**src/rtl/sdram_trk_pkg.sv**
```systemverilog
package sdram_trk_pkg;

  typedef enum logic [2:0] {
    BK_IDLE   = 3'd0,
    BK_ACTIVE = 3'd1,
    BK_WBURST = 3'd2,
    BK_RBURST = 3'd3,
    BK_WREC   = 3'd4,
    BK_PRE    = 3'd5
  } bank_st_e;

  localparam logic [2:0] OP_NOP   = 3'd0;
  localparam logic [2:0] OP_ACT   = 3'd1;
  localparam logic [2:0] OP_READ  = 3'd2;
  localparam logic [2:0] OP_WRITE = 3'd3;
  localparam logic [2:0] OP_PRE   = 3'd4;

endpackage

```
**src/rtl/sdram_cmd_check.sv**
```systemverilog
module sdram_cmd_check
  import sdram_trk_pkg::*;
#(
  parameter int NB = 4,
  parameter int BW = 2
) (
  input  logic          clk,
  input  logic          rst_n,
  input  logic          cmd_valid,
  input  logic [2:0]    cmd_code,
  input  logic [BW-1:0] cmd_bank,
  input  bank_st_e      bank_st [NB],
  output logic [NB-1:0] hit,
  output logic          rd_now,
  output logic          wr_now,
  output logic          proto_err
);

  bank_st_e tgt;
  logic     in_range;
  logic     legal;
  logic     take;
  logic     bad;

  // legality of the incoming command against the target bank's state
  always_comb begin
    tgt      = BK_IDLE;
    in_range = 1'b0;
    for (int i = 0; i < NB; i++) begin
      if (cmd_bank == BW'(i)) begin
        tgt      = bank_st[i];
        in_range = 1'b1;
      end
    end
    case (cmd_code)
      OP_NOP:             legal = 1'b1;
      OP_ACT:             legal = (tgt == BK_IDLE);
      OP_READ, OP_WRITE:  legal = (tgt == BK_ACTIVE);
      OP_PRE:             legal = (tgt == BK_IDLE) || (tgt == BK_ACTIVE);
      default:            legal = 1'b0;
    endcase
    if (!in_range && (cmd_code != OP_NOP)) legal = 1'b0;
    bad  = cmd_valid && !legal;
    take = cmd_valid && legal && (cmd_code != OP_NOP);
  end

  for (genvar g = 0; g < NB; g++) begin : g_hit
    assign hit[g] = take && (cmd_bank == BW'(g));
  end

  assign rd_now = take && (cmd_code == OP_READ);
  assign wr_now = take && (cmd_code == OP_WRITE);

  always_ff @(posedge clk) begin
    if (!rst_n)   proto_err <= 1'b0;
    else if (bad) proto_err <= 1'b1;
  end

  // the error flag never clears on its own
  p_err_sticky_r10: assert property (@(posedge clk) disable iff (!rst_n)
    proto_err |=> proto_err);

  // an illegal command reaches no bank
  p_bad_no_hit_r10: assert property (@(posedge clk) disable iff (!rst_n)
    (cmd_valid && cmd_code > OP_PRE) |-> (hit == '0));

endmodule

```
**src/rtl/sdram_bank_fsm.sv**
```systemverilog
module sdram_bank_fsm
  import sdram_trk_pkg::*;
#(
  parameter int BL  = 4,
  parameter int TWR = 2,
  parameter int TRP = 3
) (
  input  logic       clk,
  input  logic       rst_n,
  input  logic       hit,
  input  logic [2:0] op,
  input  logic       ap,
  input  logic       intr,
  output bank_st_e   st
);

  localparam int MX = (BL > TWR) ? ((BL > TRP) ? BL : TRP) : ((TWR > TRP) ? TWR : TRP);
  localparam int CW = $clog2(MX + 1);

  bank_st_e        st_n;
  logic [CW-1:0]   cnt, cnt_n;
  logic            apf, apf_n;

  always_ff @(posedge clk) begin
    if (!rst_n) begin
      st  <= BK_IDLE;
      cnt <= '0;
      apf <= 1'b0;
    end else begin
      st  <= st_n;
      cnt <= cnt_n;
      apf <= apf_n;
    end
  end

  always_comb begin
    st_n  = st;
    cnt_n = cnt;
    apf_n = apf;
    case (st)
      BK_IDLE: begin
        if (hit && op == OP_ACT) st_n = BK_ACTIVE;
      end
      BK_ACTIVE: begin
        if (hit && op == OP_PRE) begin
          st_n  = BK_PRE;
          cnt_n = CW'(TRP);
        end else if (hit && op == OP_WRITE) begin
          apf_n = ap;
          if (BL > 1) begin
            st_n  = BK_WBURST;
            cnt_n = CW'(BL - 1);
          end else if (ap) begin
            st_n  = BK_WREC;
            cnt_n = CW'(TWR);
          end
        end else if (hit && op == OP_READ) begin
          apf_n = ap;
          if (BL > 1) begin
            st_n  = BK_RBURST;
            cnt_n = CW'(BL - 1);
          end else if (ap) begin
            st_n  = BK_PRE;
            cnt_n = CW'(TRP);
          end
        end
      end
      BK_WBURST: begin
        if (intr) begin
          // recovery counted from the interrupting cycle itself
          if (!apf) begin
            st_n = BK_ACTIVE;
          end else if (TWR > 1) begin
            st_n  = BK_WREC;
            cnt_n = CW'(TWR - 1);
          end else begin
            st_n  = BK_PRE;
            cnt_n = CW'(TRP);
          end
        end else if (cnt == CW'(1)) begin
          if (apf) begin
            st_n  = BK_WREC;
            cnt_n = CW'(TWR);
          end else begin
            st_n = BK_ACTIVE;
          end
        end else begin
          cnt_n = cnt - CW'(1);
        end
      end
      BK_RBURST: begin
        if (intr || cnt == CW'(1)) begin
          if (apf) begin
            st_n  = BK_PRE;
            cnt_n = CW'(TRP);
          end else begin
            st_n = BK_ACTIVE;
          end
        end else begin
          cnt_n = cnt - CW'(1);
        end
      end
      BK_WREC: begin
        if (cnt == CW'(1)) begin
          st_n  = BK_PRE;
          cnt_n = CW'(TRP);
        end else begin
          cnt_n = cnt - CW'(1);
        end
      end
      BK_PRE: begin
        if (cnt == CW'(1)) st_n = BK_IDLE;
        else               cnt_n = cnt - CW'(1);
      end
      default: st_n = BK_IDLE;
    endcase
  end

  // write recovery only ever hands over to the closing phase
  p_rec_to_pre_r4: assert property (@(posedge clk) disable iff (!rst_n)
    (st == BK_WREC) |=> (st inside {BK_WREC, BK_PRE}));

  // the closing phase only ends in idle
  p_pre_to_idle_r11: assert property (@(posedge clk) disable iff (!rst_n)
    (st == BK_PRE) |=> (st inside {BK_PRE, BK_IDLE}));

  // an idle bank stays idle without an activate
  p_idle_hold_r2: assert property (@(posedge clk) disable iff (!rst_n)
    (st == BK_IDLE && !(hit && op == OP_ACT)) |=> (st == BK_IDLE));

  // a write burst is only entered from an open bank
  p_wburst_entry_r3: assert property (@(posedge clk) disable iff (!rst_n)
    $rose(st == BK_WBURST) |-> ($past(st) == BK_ACTIVE));

  // an interrupted auto-precharge write never reopens
  p_intr_wap_r6: assert property (@(posedge clk) disable iff (!rst_n)
    (st == BK_WBURST && intr && apf) |=> (st inside {BK_WREC, BK_PRE}));

endmodule

```
**src/rtl/sdram_rd_delay.sv**
```systemverilog
module sdram_rd_delay #(
  parameter int CL = 3,
  parameter int BW = 2
) (
  input  logic          clk,
  input  logic          rst_n,
  input  logic          in_vld,
  input  logic [BW-1:0] in_bank,
  output logic          out_vld,
  output logic [BW-1:0] out_bank
);

  logic [CL-1:0] v_q;
  logic [BW-1:0] b_q [CL];

  always_ff @(posedge clk) begin
    if (!rst_n) begin
      v_q <= '0;
      for (int i = 0; i < CL; i++) b_q[i] <= '0;
    end else begin
      v_q[0] <= in_vld;
      b_q[0] <= in_bank;
      for (int i = 1; i < CL; i++) begin
        v_q[i] <= v_q[i-1];
        b_q[i] <= b_q[i-1];
      end
    end
  end

  assign out_vld  = v_q[CL-1];
  assign out_bank = b_q[CL-1];

  // nothing emerges in the first cycle after reset
  p_no_early_beat_r7: assert property (@(posedge clk) disable iff (!rst_n)
    $rose(rst_n) |-> !out_vld);

endmodule

```
**src/rtl/sdram_ap_tracker.sv**
```systemverilog
module sdram_ap_tracker
  import sdram_trk_pkg::*;
#(
  parameter int NUM_BANKS = 4,
  parameter int BURST_LEN = 4,
  parameter int CAS_LAT   = 3,
  parameter int T_WR      = 2,
  parameter int T_RP      = 3,
  localparam int BW       = (NUM_BANKS > 1) ? $clog2(NUM_BANKS) : 1
) (
  input  logic                   clk,
  input  logic                   rst_n,
  input  logic                   cmd_valid,
  input  logic [2:0]             cmd_code,
  input  logic [BW-1:0]          cmd_bank,
  input  logic                   cmd_ap,
  output logic [3*NUM_BANKS-1:0] bank_state,
  output logic [NUM_BANKS-1:0]   bank_ready,
  output logic                   wr_accept,
  output logic [BW-1:0]          wr_bank,
  output logic                   rd_valid,
  output logic [BW-1:0]          rd_bank,
  output logic                   proto_err
);

  bank_st_e             st [NUM_BANKS];
  logic [NUM_BANKS-1:0] hit;
  logic [NUM_BANKS-1:0] in_burst;
  logic                 rd_now, wr_now, rw_now;
  logic                 any_wb, any_rb;
  logic [BW-1:0]        wb_bank, rb_bank;
  logic                 rd_issue;
  logic [BW-1:0]        rd_iss_bank;

  sdram_cmd_check #(.NB(NUM_BANKS), .BW(BW)) u_check (
    .clk       (clk),
    .rst_n     (rst_n),
    .cmd_valid (cmd_valid),
    .cmd_code  (cmd_code),
    .cmd_bank  (cmd_bank),
    .bank_st   (st),
    .hit       (hit),
    .rd_now    (rd_now),
    .wr_now    (wr_now),
    .proto_err (proto_err)
  );

  assign rw_now = rd_now || wr_now;

  for (genvar g = 0; g < NUM_BANKS; g++) begin : g_bank
    sdram_bank_fsm #(.BL(BURST_LEN), .TWR(T_WR), .TRP(T_RP)) u_fsm (
      .clk   (clk),
      .rst_n (rst_n),
      .hit   (hit[g]),
      .op    (cmd_code),
      .ap    (cmd_ap),
      .intr  (rw_now),
      .st    (st[g])
    );
    assign bank_state[3*g +: 3] = st[g];
    assign bank_ready[g]        = (st[g] == BK_IDLE) || (st[g] == BK_ACTIVE);
    assign in_burst[g]          = (st[g] == BK_WBURST) || (st[g] == BK_RBURST);
  end

  // locate the bank that owns the data bus, if any
  always_comb begin
    any_wb  = 1'b0;
    any_rb  = 1'b0;
    wb_bank = '0;
    rb_bank = '0;
    for (int i = 0; i < NUM_BANKS; i++) begin
      if (st[i] == BK_WBURST) begin
        any_wb  = 1'b1;
        wb_bank = BW'(i);
      end
      if (st[i] == BK_RBURST) begin
        any_rb  = 1'b1;
        rb_bank = BW'(i);
      end
    end
  end

  // a new read or write takes the bus in its own cycle
  assign wr_accept   = wr_now || (any_wb && !rw_now);
  assign wr_bank     = wr_now ? cmd_bank : wb_bank;
  assign rd_issue    = rd_now || (any_rb && !rw_now);
  assign rd_iss_bank = rd_now ? cmd_bank : rb_bank;

  sdram_rd_delay #(.CL(CAS_LAT), .BW(BW)) u_rd_delay (
    .clk      (clk),
    .rst_n    (rst_n),
    .in_vld   (rd_issue),
    .in_bank  (rd_iss_bank),
    .out_vld  (rd_valid),
    .out_bank (rd_bank)
  );

  // one burst owner at a time
  p_one_burst_r12: assert property (@(posedge clk) disable iff (!rst_n)
    $onehot0(in_burst));

  // a taken read leaves no write burst running
  p_read_ends_wburst_r5: assert property (@(posedge clk) disable iff (!rst_n)
    rd_now |=> !any_wb);

  // write beats and a read command never share a cycle
  p_no_wr_on_read_r5: assert property (@(posedge clk) disable iff (!rst_n)
    rd_now |-> !wr_accept);

endmodule

```
**config.mk**
```make
export PLATFORM = sky130hd
export DESIGN_NAME = sdram_ap_tracker
export DESIGN_NICKNAME = d
export VERILOG_FILES = /design/src/rtl/sdram_trk_pkg.sv /design/src/rtl/sdram_cmd_check.sv /design/src/rtl/sdram_bank_fsm.sv /design/src/rtl/sdram_rd_delay.sv /design/src/rtl/sdram_ap_tracker.sv
export SDC_FILE = /design/constraint.sdc
export NUM_CORES = 1
export LEC_CHECK = 0
export ABC_CLOCK_PERIOD_IN_PS = 3100
export BUFFER_PORTS_ARGS = -buffer_cell sky130_fd_sc_hd__clkbuf_2
export CORE_MARGIN = 1
export CORE_UTILIZATION = 45
export CTS_CLUSTER_DIAMETER = 150
export CTS_CLUSTER_SIZE = 8
export DETAILED_ROUTE_END_ITERATION = 12
export PLACE_DENSITY = 0.67
export SLEW_MARGIN = 10
export SYNTH_ARGS = -nofsm -noshare
export SYNTH_HDL_FRONTEND = slang
export SYNTH_SLANG_ARGS = --single-unit
```
**constraint.sdc**
```tcl
create_clock -name clk -period 3.1 [get_ports clk]
set_input_delay 0.62 -clock clk [delete_from_list [all_inputs] [get_ports clk]]
set_output_delay 0.62 -clock clk [all_outputs]
set_load 0.02 [all_outputs]
```
== Yosys cells after proc, flatten, opt, wreduce, memory -nomap -nowiden ==
Memory sizes are Yosys's and may differ from the RTL's.
Cells that the tools add are included.
Cells by class
  add/subtract/negate cells: 4
  equal/unequal tests: 72
  reductions and logical operators: 72
  multiplexer cells: 131
  bitwise operators: 7
Operator list (number)
  $mux 3: 88
  $pmux 3 s6: 4
  $pmux 3 s5: 4
  $reduce_and 6->1: 8
  $ne 3x2->1 const B: 11
  $ne 2x1->1 const B: 16
  $eq 3x1->1 const B: 10
  $eq 3x2->1 const B: 10
  $logic_and 1x1->1: 28
  $eq 3x3->1 const B: 9
  $mux 1: 25
  $reduce_bool 5->1: 4
  $logic_not 3->1: 6
  $mux 2: 9
  $ne 4x1->1 const B: 4
  $logic_or 1x1->1: 12
  $ne 3x1->1 const B: 4
  $reduce_and 3->1: 4
  $sub 3x1->3 const B: 4
  $ne 2x2->1 const B: 4
  $reduce_bool 2->1: 4
  $eq 2x2->1 const B: 2
  $not 1->1: 4
  $pmux 1 s4: 1
  7 further kinds: 11
Word-level totals
  output and inout port bits: 23
  bits in writable memories: 6
  register bits after elaboration: 32
  memories: 1
Memory list
  u_rd_delay.b_q: depth 3, bits a word 2, rd ports 3, clocked after memory_dff 0, write ports 3, line sdram_rd_delay.sv:14  | logic [BW-1:0] b_q [CL];

== Depth between registers and ports, before layout ==
Gate-level depths: netlist of run 1.
  word-level depth: 17
  mapped depth: 8
  depth with buffers taken out: 8

== Hierarchy ==
A second synthesis of run 1 with hierarchy kept.
Unflattened totals
  cells, all modules: 391
  area, all modules: 3016.6 um2
By module, submodules not included
  sdram_bank_fsm (g_bank[0].u_fsm ...): cells each 80, sequential area each 140.1 um2, area each 595.6 um2, times used 3
  sdram_bank_fsm (g_bank[3].u_fsm): cells each 78, sequential area each 140.1 um2, area each 595.6 um2, times used 1
  sdram_rd_delay: cells each 20, sequential area each 180.2 um2, area each 251.5 um2, times used 1
  sdram_cmd_check: cells each 25, sequential area each 20.0 um2, area each 209.0 um2, times used 1
  sdram_ap_tracker: cells each 28, sequential area each 0.0 um2, area each 173.9 um2, times used 1

== Least setup slack after synthesis of run 1 ==
No wires, ideal clock.
  path type: input to output
  from: in cmd_bank[1]
  to: out wr_accept
  setup slack: 0.304 ns
  arrival time: 2.176 ns
  stages on the path: 5
  data required time: 2.480 ns
  buffers on the path: 1
  cell sequence: buf_6 > or4b_4 > a41oi_4 > nand2_1 > a31oi_1
On the way
  cells in the longest elaborated chain, start to end: 16
  elaborated cells on any way between the ends: 27
  classes of those cells: eq/ne: 4; mux: 10; reduce/logical: 13
Ends and longest elaborated chain
  start, declared: line sdram_ap_tracker.sv:15  | input logic [BW-1:0] cmd_bank,
  $logic_not 2->1: line sdram_cmd_check.sv:30  | if (cmd_bank == BW'(i)) begin
  $mux 3 (4 in a row): line sdram_cmd_check.sv:30
  $eq 3x1->1 / $logic_not 3->1 (equally long branches): line sdram_cmd_check.sv:38, sdram_cmd_check.sv:39, sdram_cmd_check.sv:37
  $logic_or 1x1->1: line sdram_cmd_check.sv:39  | OP_PRE: legal = (tgt == BK_IDLE) || (tgt == BK_ACTIVE);
  $pmux 1 s4: line sdram_cmd_check.sv:35  | case (cmd_code)
  $mux 1 (*): line sdram_cmd_check.sv:42  | if (!in_range && (cmd_code != OP_NOP)) legal = 1'b0;
  $logic_and 1x1->1 (*) (2 in a row): line sdram_cmd_check.sv:44  | take = cmd_valid && legal && (cmd_code != OP_NOP);
  $logic_and 1x1->1 (on tied branches): line sdram_cmd_check.sv:51, sdram_cmd_check.sv:52
  $logic_or 1x1->1: line sdram_ap_tracker.sv:48  | assign rw_now = rd_now || wr_now;
  $logic_not 1->1: line sdram_ap_tracker.sv:84  | assign wr_accept = wr_now || (any_wb && !rw_now);
  $logic_and 1x1->1: line sdram_ap_tracker.sv:84
  $logic_or 1x1->1 (*): line sdram_ap_tracker.sv:84
  end, declared: line sdram_ap_tracker.sv:19  | output logic wr_accept,
Every way passes the cells marked *; elsewhere a longest branch is shown, timed or not.

== Final worst setup path of run 1 ==
  from: in cmd_bank[1]
  to: out wr_bank[1]
On the way
  cells in the longest elaborated chain, start to end: 13
  elaborated cells on any way between the ends: 23
  classes of those cells: eq/ne: 4; mux: 11; reduce/logical: 8
Ends and longest elaborated chain
  $logic_not 2->1: line sdram_cmd_check.sv:30
  $mux 3 (4 in a row): line sdram_cmd_check.sv:30
  $eq 3x1->1 / $logic_not 3->1 (equally long branches): line sdram_cmd_check.sv:38, sdram_cmd_check.sv:39, sdram_cmd_check.sv:37
  $logic_or 1x1->1: line sdram_cmd_check.sv:39
  $pmux 1 s4: line sdram_cmd_check.sv:35
  $mux 1: line sdram_cmd_check.sv:42
  $logic_and 1x1->1 (2 in a row): line sdram_cmd_check.sv:44
  $logic_and 1x1->1: line sdram_cmd_check.sv:52  | assign wr_now = take && (cmd_code == OP_WRITE);
  $mux 2 (*): line sdram_ap_tracker.sv:85  | assign wr_bank = wr_now ? cmd_bank : wb_bank;
  end, declared: line sdram_ap_tracker.sv:20  | output logic [BW-1:0] wr_bank,
Marks and branches as above.

==> impl_results.md, run 1 <==
* Area contributors post-synth: dfxtp_1, nor2_1, mux2i_1
* Avg Cell Area, Syn at between 7 and 8 sq um
* Number of synthesized flops with an enable pin at 0
* Placed Area at ~3000 sq um
* Largest net degree at the start of global routing at 25
* First-pass GRT wire length at ~12000 um
* CTS max path bufs at 2
* Max-cap violations at 0
* Initial antenna violation count at 0
* Mapped cell area at between 2000 and 3000 sq um
* Pin slew with the least headroom to its limit at 0.811 ns
* # diodes at 0
* Ys Warns at 0
* Final setup viols at 0
* Gr usage total at 0.237
* WL final at ~7000 um
* IO Port Bufs at 31
* Die Y at about 79 um
* Vias in the first global route at 2481
* Die area at 6310 sq um
* Top-level port count at 32
* Wire per inst at around 15 um
* Top FF cell, synth: dfxtp_1
* Post-synth top area cell: dfxtp_1
* Seq/Total Area, Yosys at 0.282
* Area Overhead vs Synth at 15.6%
* Skew final at between 0.004 and 0.005 ns
* Slew margin rel. at 0.459
* Root Driver: clkbuf_8
* Outcome: completed
* Cell row count at 27
* Top-area cell type share of the netlist area at 0.282
* DRT Pass-1 Iters at 4
* Pins Over Slew Limit at 0
* CP Max Fanout at 12
* CTS tree: yes
* DP Wirelength at roughly 5300 um
* Final worst path period share at 0.963
* Final ANT Viol Nets at 0
* CP startpoint kind: input pin
* Inst Count DP at 447
* Hold/Removal Path Class: flip-flop to flip-flop
* Cts repair resizes at 0
* Remaining global-route overflow at 0
* Synth Net Count at 363
* Highest clock rate at around 0.33 GHz
* Fin Setup TNS at 0 ns
* Final Wtd Congestion at approximately 0.9
* FF+latch count, synth at 38
* Number of unique standard cell types used by synthesis at 63
* Number of setup buffers added after CTS at 0
* Clk slew on worst S/H paths at ~0.08 ns
* Leak at 1.22 nW
* CTS Hold Bufs at 0
* Critical Path End Type: output port
* Final hold viol count at 0
* Setup CP Type: input pin to output port
* Tot Pwr at roughly 0.0012 W
* Cell count after synthesis at around 350
* DR iter-0 viols at about 130
* Number of vias after detailed routing at 2686
* Fin cells at between 400 and 500
* Max rail drop VDD at 0.286 mV
* Unrepaired setup endpoints after global routing: no
* Layout cells sized above 1 at 0.188
* Worst Path Required at 2.48 ns
* Pwr/cell area at between 300 and 400 nW/um^2
* Cts bufs inserted at 5
* Placeable Area at 5640 sq um
* Post-synth ARST share at 0
* Vias/cell at between 5 and 6
* Worst skew pair latency at ~0.3 ns
* Worst path arrival time at 2.37 ns
* Starting Density at 0.479
* H-tree Lvls at 2
* Minimum clock period at around 3 ns
* Sink Count at 38
* Drt drc at 0
* Final nets at 400
* Die width at 79.5 um
* Cell area after layout at around 3100 sq um
where the power goes:
group	internal (W)	switching [W]	leakage, nW	total, W
combinational	0.0000468	0.0000855	0.843	0.000132
clock	0.000323	0.000194	0.0683	0.000517
sequential	0.000494	0.00000906	0.307	0.000503
total	0.000864	0.000289	1.22	0.00115
final timing paths:
check	start	to	slack, ns	cells past startpoint
min reg2reg	u_rd_delay.b_q[0][2]	u_rd_delay.b_q[0][4]	0.43	1
min	u_rd_delay.b_q[0][2]	u_rd_delay.b_q[0][4]	0.43	1
max reg2reg	g_bank[2].u_fsm.st[2]	g_bank[0].u_fsm.cnt[2]	0.58	6
max	cmd_bank[1]	wr_bank[1]	0.11	6
Yosys cell counts, types with 8 or more instances:
cell type	instances
nand2b_1	10
nand2_1	32
inv_1	19
ha_1	9
o21ai_0	16
nor3b_1	9
nor2b_1	9
dfxtp_1	38
clkbuf_1	10
nor2_1	47
and2_1	8
a21oi_1	21
mux2i_1	12
metal layers:
| layer | share of wire | vias up | wire (um) | global-route usage |
|---|---|---|---|---|
| li1 | - | 1322 | - | - |
| met2 | 0.45 | 86 | 3150 | 0.365 |
| met1 | 0.45 | 1260 | 3180 | 0.316 |
| met4 | 0.029 | 0 | 204 | 0.116 |
| met3 | 0.073 | 18 | 511 | 0.0446 |
| met5 | 0 | - | 0 | 0 |
layout make-up:
type	count	area, sq um
Multi-Input combinational cell	270	1780
Fill cell	556	2520
Clock inverter	3	68.8
Inverter	19	71.3
Clock buffer	5	68.8
Sequential cell	38	761
Timing Repair Buffer	48	283
Tap cell	72	90.1
cells by family (layout without fill, tap and decap cells):
| logic type | Yosys count | in the layout | share of synthesized area |
|---|---|---|---|
| buffers and inverters | 37 | 75 | 0.0593 |
| adder cells (fa/ha/maj) | 9 | 9 | 0.0417 |
| AO/OA/AOI/OAI | 99 | 99 | 0.273 |
| multiplexers | 13 | 13 | 0.0528 |
| flip-flops | 38 | 38 | 0.282 |
| AND/OR/NAND/NOR | 149 | 149 | 0.291 |
through the flow:
step | worst slack, ns | hold slack [ns] | util
2_1_floorplan | 0.304 | 0.412 | -
3_3_place_gp | 0.153 | 0.413 | 0.529
3_5_place_dp | 0.130 | 0.420 | 0.529
4_1_cts | 0.124 | 0.441 | 0.553
5_1_grt | 0.0293 | 0.448 | 0.553
6_report | 0.114 | 0.435 | 0.553
placed cells by master, fill, tap and decap left out, types with 3 or more instances in the layout:
| cell | Yosys | routed |
|---|---|---|
| or2_2 | 3 | 3 |
| dfxtp_1 | 38 | 38 |
| nand2b_1 | 10 | 10 |
| nor3_1 | 4 | 4 |
| a32oi_1 | 3 | 3 |
| o31a_1 | 3 | 3 |
| and2_1 | 8 | 8 |
| buf_4 | 2 | 17 |
| o21ai_0 | 16 | 16 |
| inv_1 | 19 | 19 |
| and3_1 | 4 | 4 |
| a31oi_1 | 7 | 7 |
| a221o_1 | 3 | 3 |
| ha_1 | 9 | 9 |
| nor2b_1 | 9 | 9 |
| nand2_1 | 32 | 32 |
| nor3b_1 | 9 | 9 |
| o22ai_1 | 3 | 3 |
| a211oi_1 | 5 | 5 |
| o21a_1 | 3 | 3 |
| nand3_1 | 7 | 7 |
| nor2_1 | 47 | 47 |
| a21o_1 | 4 | 4 |
| o211ai_1 | 4 | 4 |
| clkbuf_8 | 0 | 5 |
| a21oi_1 | 21 | 21 |
| clkbuf_2 | 0 | 31 |
| o31ai_1 | 4 | 4 |
| mux2i_1 | 12 | 12 |
state kept, by name (all words and copies together) (netlist names):
name               count
g_bank.u_fsm.apf       4
g_bank.u_fsm.cnt      12
u_rd_delay.b_q         6
u_check.proto_err      1
u_rd_delay.v_q         3
g_bank.u_fsm.st       12
critical path: stages:
cell and delay (ns):
clkbuf_2 0.23, or4b_4 0.55, a41oi_4 0.30, nand3_1 0.22, a21oi_1 0.24, clkbuf_2 0.20
(Power assumes the default switching activity.)
==> inputs of run 2 (changes only) <==
--- a/config.mk
+++ b/config.mk
@@ -7,12 +7,15 @@
 export LEC_CHECK = 0
 export ABC_CLOCK_PERIOD_IN_PS = 3100
 export BUFFER_PORTS_ARGS = -buffer_cell sky130_fd_sc_hd__clkbuf_2
+export CELL_PAD_IN_SITES_DETAIL_PLACEMENT = 0
+export CELL_PAD_IN_SITES_GLOBAL_PLACEMENT = 1
 export CORE_MARGIN = 1
-export CORE_UTILIZATION = 45
+export CORE_UTILIZATION = 43
 export CTS_CLUSTER_DIAMETER = 150
 export CTS_CLUSTER_SIZE = 8
 export DETAILED_ROUTE_END_ITERATION = 12
-export PLACE_DENSITY = 0.67
+export PLACE_DENSITY = 0.82
+export SKIP_CTS_REPAIR_TIMING = 1
 export SLEW_MARGIN = 10
 export SYNTH_ARGS = -nofsm -noshare
 export SYNTH_HDL_FRONTEND = slang
==> run 2 against run 1 <==
- non-clock buffer count up 2
- largest cell class unchanged
- register-to-register slack better by 0.02 ns
- largest power group is now registers
- highest routed layer unchanged
- sequential share of layout area up 0.19 points
- clock-buffer cell count up 1
==> impl_results.md, run 2 (synthesis results as in run 1) <==
* Final hold viol count at 0
* Skew final at about 0.0067 ns
* # diodes at 0
* Placeable Area at ~6000 sq um
* Drt drc at 0
* Vias/cell at around 5.9
* Internal power at 0.000724 W
* Worst Path Required at 2.48 ns
* Worst skew pair latency at 0.30 ns
* Final ANT Viol Nets at 0
* Wire per inst at approximately 16 um
* CTS max path bufs at 2
* Hold Crit Start: u_rd_delay.b_q[0][3]
* Cts bufs inserted at 5
* DR iter-0 viols at between 200 and 250
* First-pass GRT wire length at roughly 12000 um
* Pin slew with the least headroom to its limit at 0.673 ns
* Die area at 6600 sq um
* Critical Path End Type: output port
* Vias in the first global route at 2371
* Max rail drop VDD at approximately 0.2 mV
* Worst path arrival time at 2.26 ns
* Final Wtd Congestion at roughly 0.95
* Largest net degree at the start of global routing at 24
* Largest stage delay, worst path at between 0.5 and 0.6 ns
* H-tree Lvls at 2
* Sequential power share at 0.495
* Fin cells at 460
* Die width at between 80 and 90 um
* Top cell by count, worst path: clkbuf_2
* Starting Density at 0.451
* Layout cells sized above 1 at 0.192
* Gr usage total at 0.236
* Most frequent cells in the layout: nor2_1, dfxtp_1, nand2_1, clkbuf_2, a21oi_1
* CP startpoint: cmd_bank[1]
* Number of vias after detailed routing at approximately 2.7k
* Cell row count at 28
* Final setup viols at 0
* Die Y at around 81 um
* Hold/Removal Path Class: flip-flop to flip-flop
* Leak at 1.21 nW
* Remaining global-route overflow at 0
* Max-cap violations at 0
* Outcome: completed
* Slew margin rel. at 0.550
* Unrepaired setup endpoints after global routing: no
* DP Worst Slack at 0.222 ns
* Area Overhead vs Synth at 14.7%
* Sink Count at 38
* Biggest registers after layout: g_bank.u_fsm.cnt: 12 flops, g_bank.u_fsm.st: 12 flops, u_rd_delay.b_q: 6 flops
* Final worst path period share at 0.929
* Clock Power Share at 0.364
* Comb pwr share at 0.140
* Pins Over Slew Limit at 0
* Final nets at 402
* Final Core Density at 0.517
* Pwr/cell area at roughly 330 nW/um^2
* IO Port Bufs at 31
* Crit Reg-Reg Startpoint: g_bank[2].u_fsm.st[2]
* Top-level port count at 32
* Fin Setup TNS at 0 ns
* DRT Pass-1 Iters at 5
* Setup CP Type: input pin to output port
* Inst Count DP at about 450
* Setup ws final at ~0.22 ns
* Initial antenna violation count at 0
* Sw Share at 0.283
* Highest clock rate at between 0.3 and 0.4 GHz
* WL final at approximately 7300 um
* Slowest cell on the critical path: or4b_4
* CP Max Fanout at 12
* Clk slew on worst S/H paths at around 0.08 ns
* Leading cell type in the layout, fill and taps excluded: nor2_1
* CP startpoint kind: input pin
* Minimum clock period at around 2.9 ns
* Tot Pwr at approximately 0.0010 W
* DP Wirelength at 5530 um
* Root Driver: clkbuf_8
* Worst-path cell chain: clkbuf_2 > or4b_4 > a41oi_4 > nand3_1 > a21oi_1 > clkbuf_2
* Switch Pwr at between 0.0002 and 0.0003 W
* CTS tree: yes
## run 2: changes by cell type in the layout (fill, tap and decap cells not counted)
cell / previous run / this run
clkinv_4: 1 / 0
buf_4: 17 / 19
bufinv_16: 2 / 0
clkinvlp_4: 0 / 1
clkbuf_8: 5 / 6
clkinv_2: 0 / 1
## run 2: stage by stage
step / hold slack (ns) / area (sq um)
after floorplan: 0.412 / 2700
after global placement: 0.414 / 3000
after detailed placement: 0.421 / 3000
after CTS: 0.436 / 3100
after global routing: 0.450 / 3100
final: 0.432 / 3100
## run 2: worst paths after layout
| path | endpoint | slack, ns | cells past startpoint |
|---|---|---|---|
| max | wr_bank[0] | 0.22 | 6 |
| max reg2reg | g_bank[0].u_fsm.cnt[2] | 0.60 | 6 |
| min | u_rd_delay.b_q[0][5] | 0.43 | 1 |
| min reg2reg | u_rd_delay.b_q[0][5] | 0.43 | 1 |
## run 2: layer usage
layer	wire length, um	global-route usage	vias up
li1	-	-	1320
met1	3430	0.321	1283
met2	3380	0.380	91
met3	429	0.0449	7
met4	62	0.0589	0
met5	0	0	-
## run 2: power by group through the flow
stage	clock [W]	combinational [W]	sequential, W
5_1_grt	0.000402	0.000155	0.000502
2_1_floorplan	0	0.0000902	0.000515
6_report	0.000368	0.000142	0.000501
3_5_place_dp	0	0.000141	0.000512
3_3_place_gp	0	0.000140	0.000512
4_1_cts	0.000374	0.000142	0.000501
## run 2: final cells by class
class                           instances  area (sq um)
Tap cell                               75          93.8
Timing Repair Buffer                   50           298
Sequential cell                        38           761
Clock inverter                          2          12.5
Fill cell                             584          2890
Inverter                               19          71.3
Clock buffer                            6          82.6
Multi-Input combinational cell        270          1780
## run 2: worst max-delay path, delay by kind of cell
family,cells,cell delay [ns]
compound gates,2,0.45
buf+inv,2,0.41
simple gates,2,0.77
==> inputs of run 3 (changes only) <==
--- a/config.mk
+++ b/config.mk
@@ -20,3 +20,4 @@
 export SYNTH_ARGS = -nofsm -noshare
 export SYNTH_HDL_FRONTEND = slang
 export SYNTH_SLANG_ARGS = --single-unit
+export TNS_END_PERCENT = 10
==> constraint.sdc (replaced) <==
create_clock -name clk -period 3.1 [get_ports clk]
set_input_delay 0.155 -clock clk [delete_from_list [all_inputs] [get_ports clk]]
set_output_delay 0.155 -clock clk [all_outputs]
set_load 0.02 [all_outputs]
==> run 3 against run 2 <==
- sequential cell count stayed put
- power is 5.1% higher
- hold slack worse by 0.21 ns
- sequential power hardly changed
- wire length is 1.6% lower
- fmax is 2.6% higher
- global-route usage is 0.43 points lower
- sequential share of layout area is 0.62 points higher
- register-to-register slack worse by 0.06 ns
- worst setup slack better by 0.073 ns
- non-clock buffer count is 12 lower
- first-iteration DRC count is 18% lower
- largest cell class unchanged
==> impl_results.md, run 3 (synthesis results as in run 1) <==
* Family with the most delay on the worst path: simple AND/OR/NAND/NOR gates
* Worst Path Required at between 2 and 3 ns
* Cell count of the worst hold path at 3
* Largest net degree at the start of global routing at 25
* Max-cap violations at 0
* WL final at around 7000 um
* CP startpoint kind: flip-flop
* Leak at around 1.2 nW
* CP Max Fanout at 12
* Layout cells sized above 1 at 0.166
* Pwr/cell area at about 350 nW/um^2
* Unrepaired setup endpoints after global routing: no
* # diodes at 0
* Fin cells at about 450
* Slew margin rel. at 0.424
* H-tree Lvls at 2
* Area Overhead vs Synth at 11.9%
* Hold/Removal Path Class: input pin to flip-flop
* Critical path depth at 6
* Setup CP Type: flip-flop to output port
* Fin Setup TNS at 0 ns
* Number of vias after detailed routing at 2605
* Sink Count at 38
* Worst Path Buf+Inv at 1
* Worst-path cell chain: or4_1 > a41oi_4 > nand2_1 > nor2_1 > a31oi_1 > clkbuf_2
* Top-level port count at 32
* Outcome: completed
* Worst skew pair latency at roughly 0.3 ns
* Die width at between 80 and 90 um
* Clk slew on worst S/H paths at roughly 0.080 ns
* Final worst path period share at 0.905
* Pins Over Slew Limit at 0
* Tot Pwr at 0.00106 W
* R2R Setup Slk at between 0.5 and 0.6 ns
* Final ANT Viol Nets at 0
* R2R depth at 6
* Remaining global-route overflow at 0
* Final Core Density at 0.504
* Critical Path End Type: output port
* Placeable Area at about 6000 sq um
* Worst path arrival time at approximately 2.7 ns
* DR iter-0 viols at ~180
* Initial antenna violation count at 0
* CTS tree: yes
* Final hold viol count at 0
* Die Y at about 80 um
* Leading cell type in the layout, fill and taps excluded: nor2_1
* Max rail drop VDD at approximately 0.21 mV
* Hold Crit Start: cmd_ap
* Cell area after layout at approximately 3000 sq um
* DRT Pass-1 Iters at 6
* Inst Count DP at 440
* Most frequent cells in the layout: nor2_1, dfxtp_1, nand2_1, clkbuf_2, a21oi_1
* Wire per inst at between 15 and 20 um
* Final nets at 390
* First-pass GRT wire length at about 12000 um
* Biggest registers after layout: g_bank.u_fsm.cnt: 12 flops, g_bank.u_fsm.st: 12 flops, u_rd_delay.b_q: 6 flops
* Largest stage delay, worst path at between 0.6 and 0.7 ns
* Final setup viols at 0
* Slowest cell on the critical path: or4_1
* Final Wtd Congestion at 0.936
* Pin slew with the least headroom to its limit at approximately 0.86 ns
* Skew final at approximately 0.008 ns
* Vias/cell at just under 6
* Cts bufs inserted at 5
* Starting Density at 0.451
* Gr usage total at 0.231
* Drt drc at 0
* CP startpoint: g_bank[0].u_fsm.st[1]
* Die area at between 6000 and 7000 sq um
* Crit Reg-Reg Startpoint: g_bank[0].u_fsm.st[1]
* Placed Area at about 2900 sq um
* Vias in the first global route at 2344
* Highest clock rate at between 0.3 and 0.4 GHz
* Root Driver: clkbuf_8
* DP Wirelength at ~5200 um
* Cell row count at 28
* IO Port Bufs at 31
* Minimum clock period at 2.81 ns
* CTS max path bufs at 2
-- run 3: cell types whose count changed in the layout (fill, tap and decap cells not counted) --
cell        previous run  this run
bufinv_16              0         1
clkbuf_8               6         5
buf_4                 19         7
clkinv_2               1         2
clkinvlp_4             1         0
-- run 3: worst min-delay path, cell delays in order --
cell      delay, ns
clkbuf_2       0.17
mux2i_1        0.09
nor2_1         0.07
-- run 3: path summary, 6_finish.rpt --
| kind | to |
|---|---|
| worst max-delay path | wr_accept |
| worst min-delay path | g_bank[3].u_fsm.apf |
| worst max register to register | g_bank[2].u_fsm.cnt[2] |
| worst min register to register | u_rd_delay.b_q[0][2] |
-- run 3: through the flow --
stage	hold WS [ns]	setup slack (ns)
6_report	0.224	0.294
5_1_grt	0.255	0.0802
4_1_cts	0.223	0.308
3_5_place_dp	0.417	0.581
3_3_place_gp	0.413	0.623
2_1_floorplan	0.299	0.672
-- run 3: per-layer routing --
| layer | up-vias | part of all wire | global-route usage |
|---|---|---|---|
| met4 | 0 | 0.021 | 0.0786 |
| met2 | 82 | 0.45 | 0.372 |
| li1 | 1303 | - | - |
| met1 | 1207 | 0.47 | 0.304 |
| met5 | - | 0 | 0 |
| met3 | 13 | 0.054 | 0.0494 |
-- run 3: area by class of cell --
| cell class | count | area (sq um) |
|---|---|---|
| Sequential cell | 38 | 761 |
| Fill cell | 627 | 2970 |
| Clock inverter | 3 | 40.0 |
| Multi-Input combinational cell | 270 | 1780 |
| Clock buffer | 5 | 68.8 |
| Inverter | 19 | 71.3 |
| Timing Repair Buffer | 38 | 208 |
| Tap cell | 75 | 93.8 |
-- run 3: report_power, final --
group,internal [W],switching (W),leakage [nW],total (W)
Clock,0.000237,0.000190,0.0579,0.000427
Combinational,0.0000453,0.0000869,0.791,0.000132
Sequential,0.000494,0.00000925,0.307,0.000504
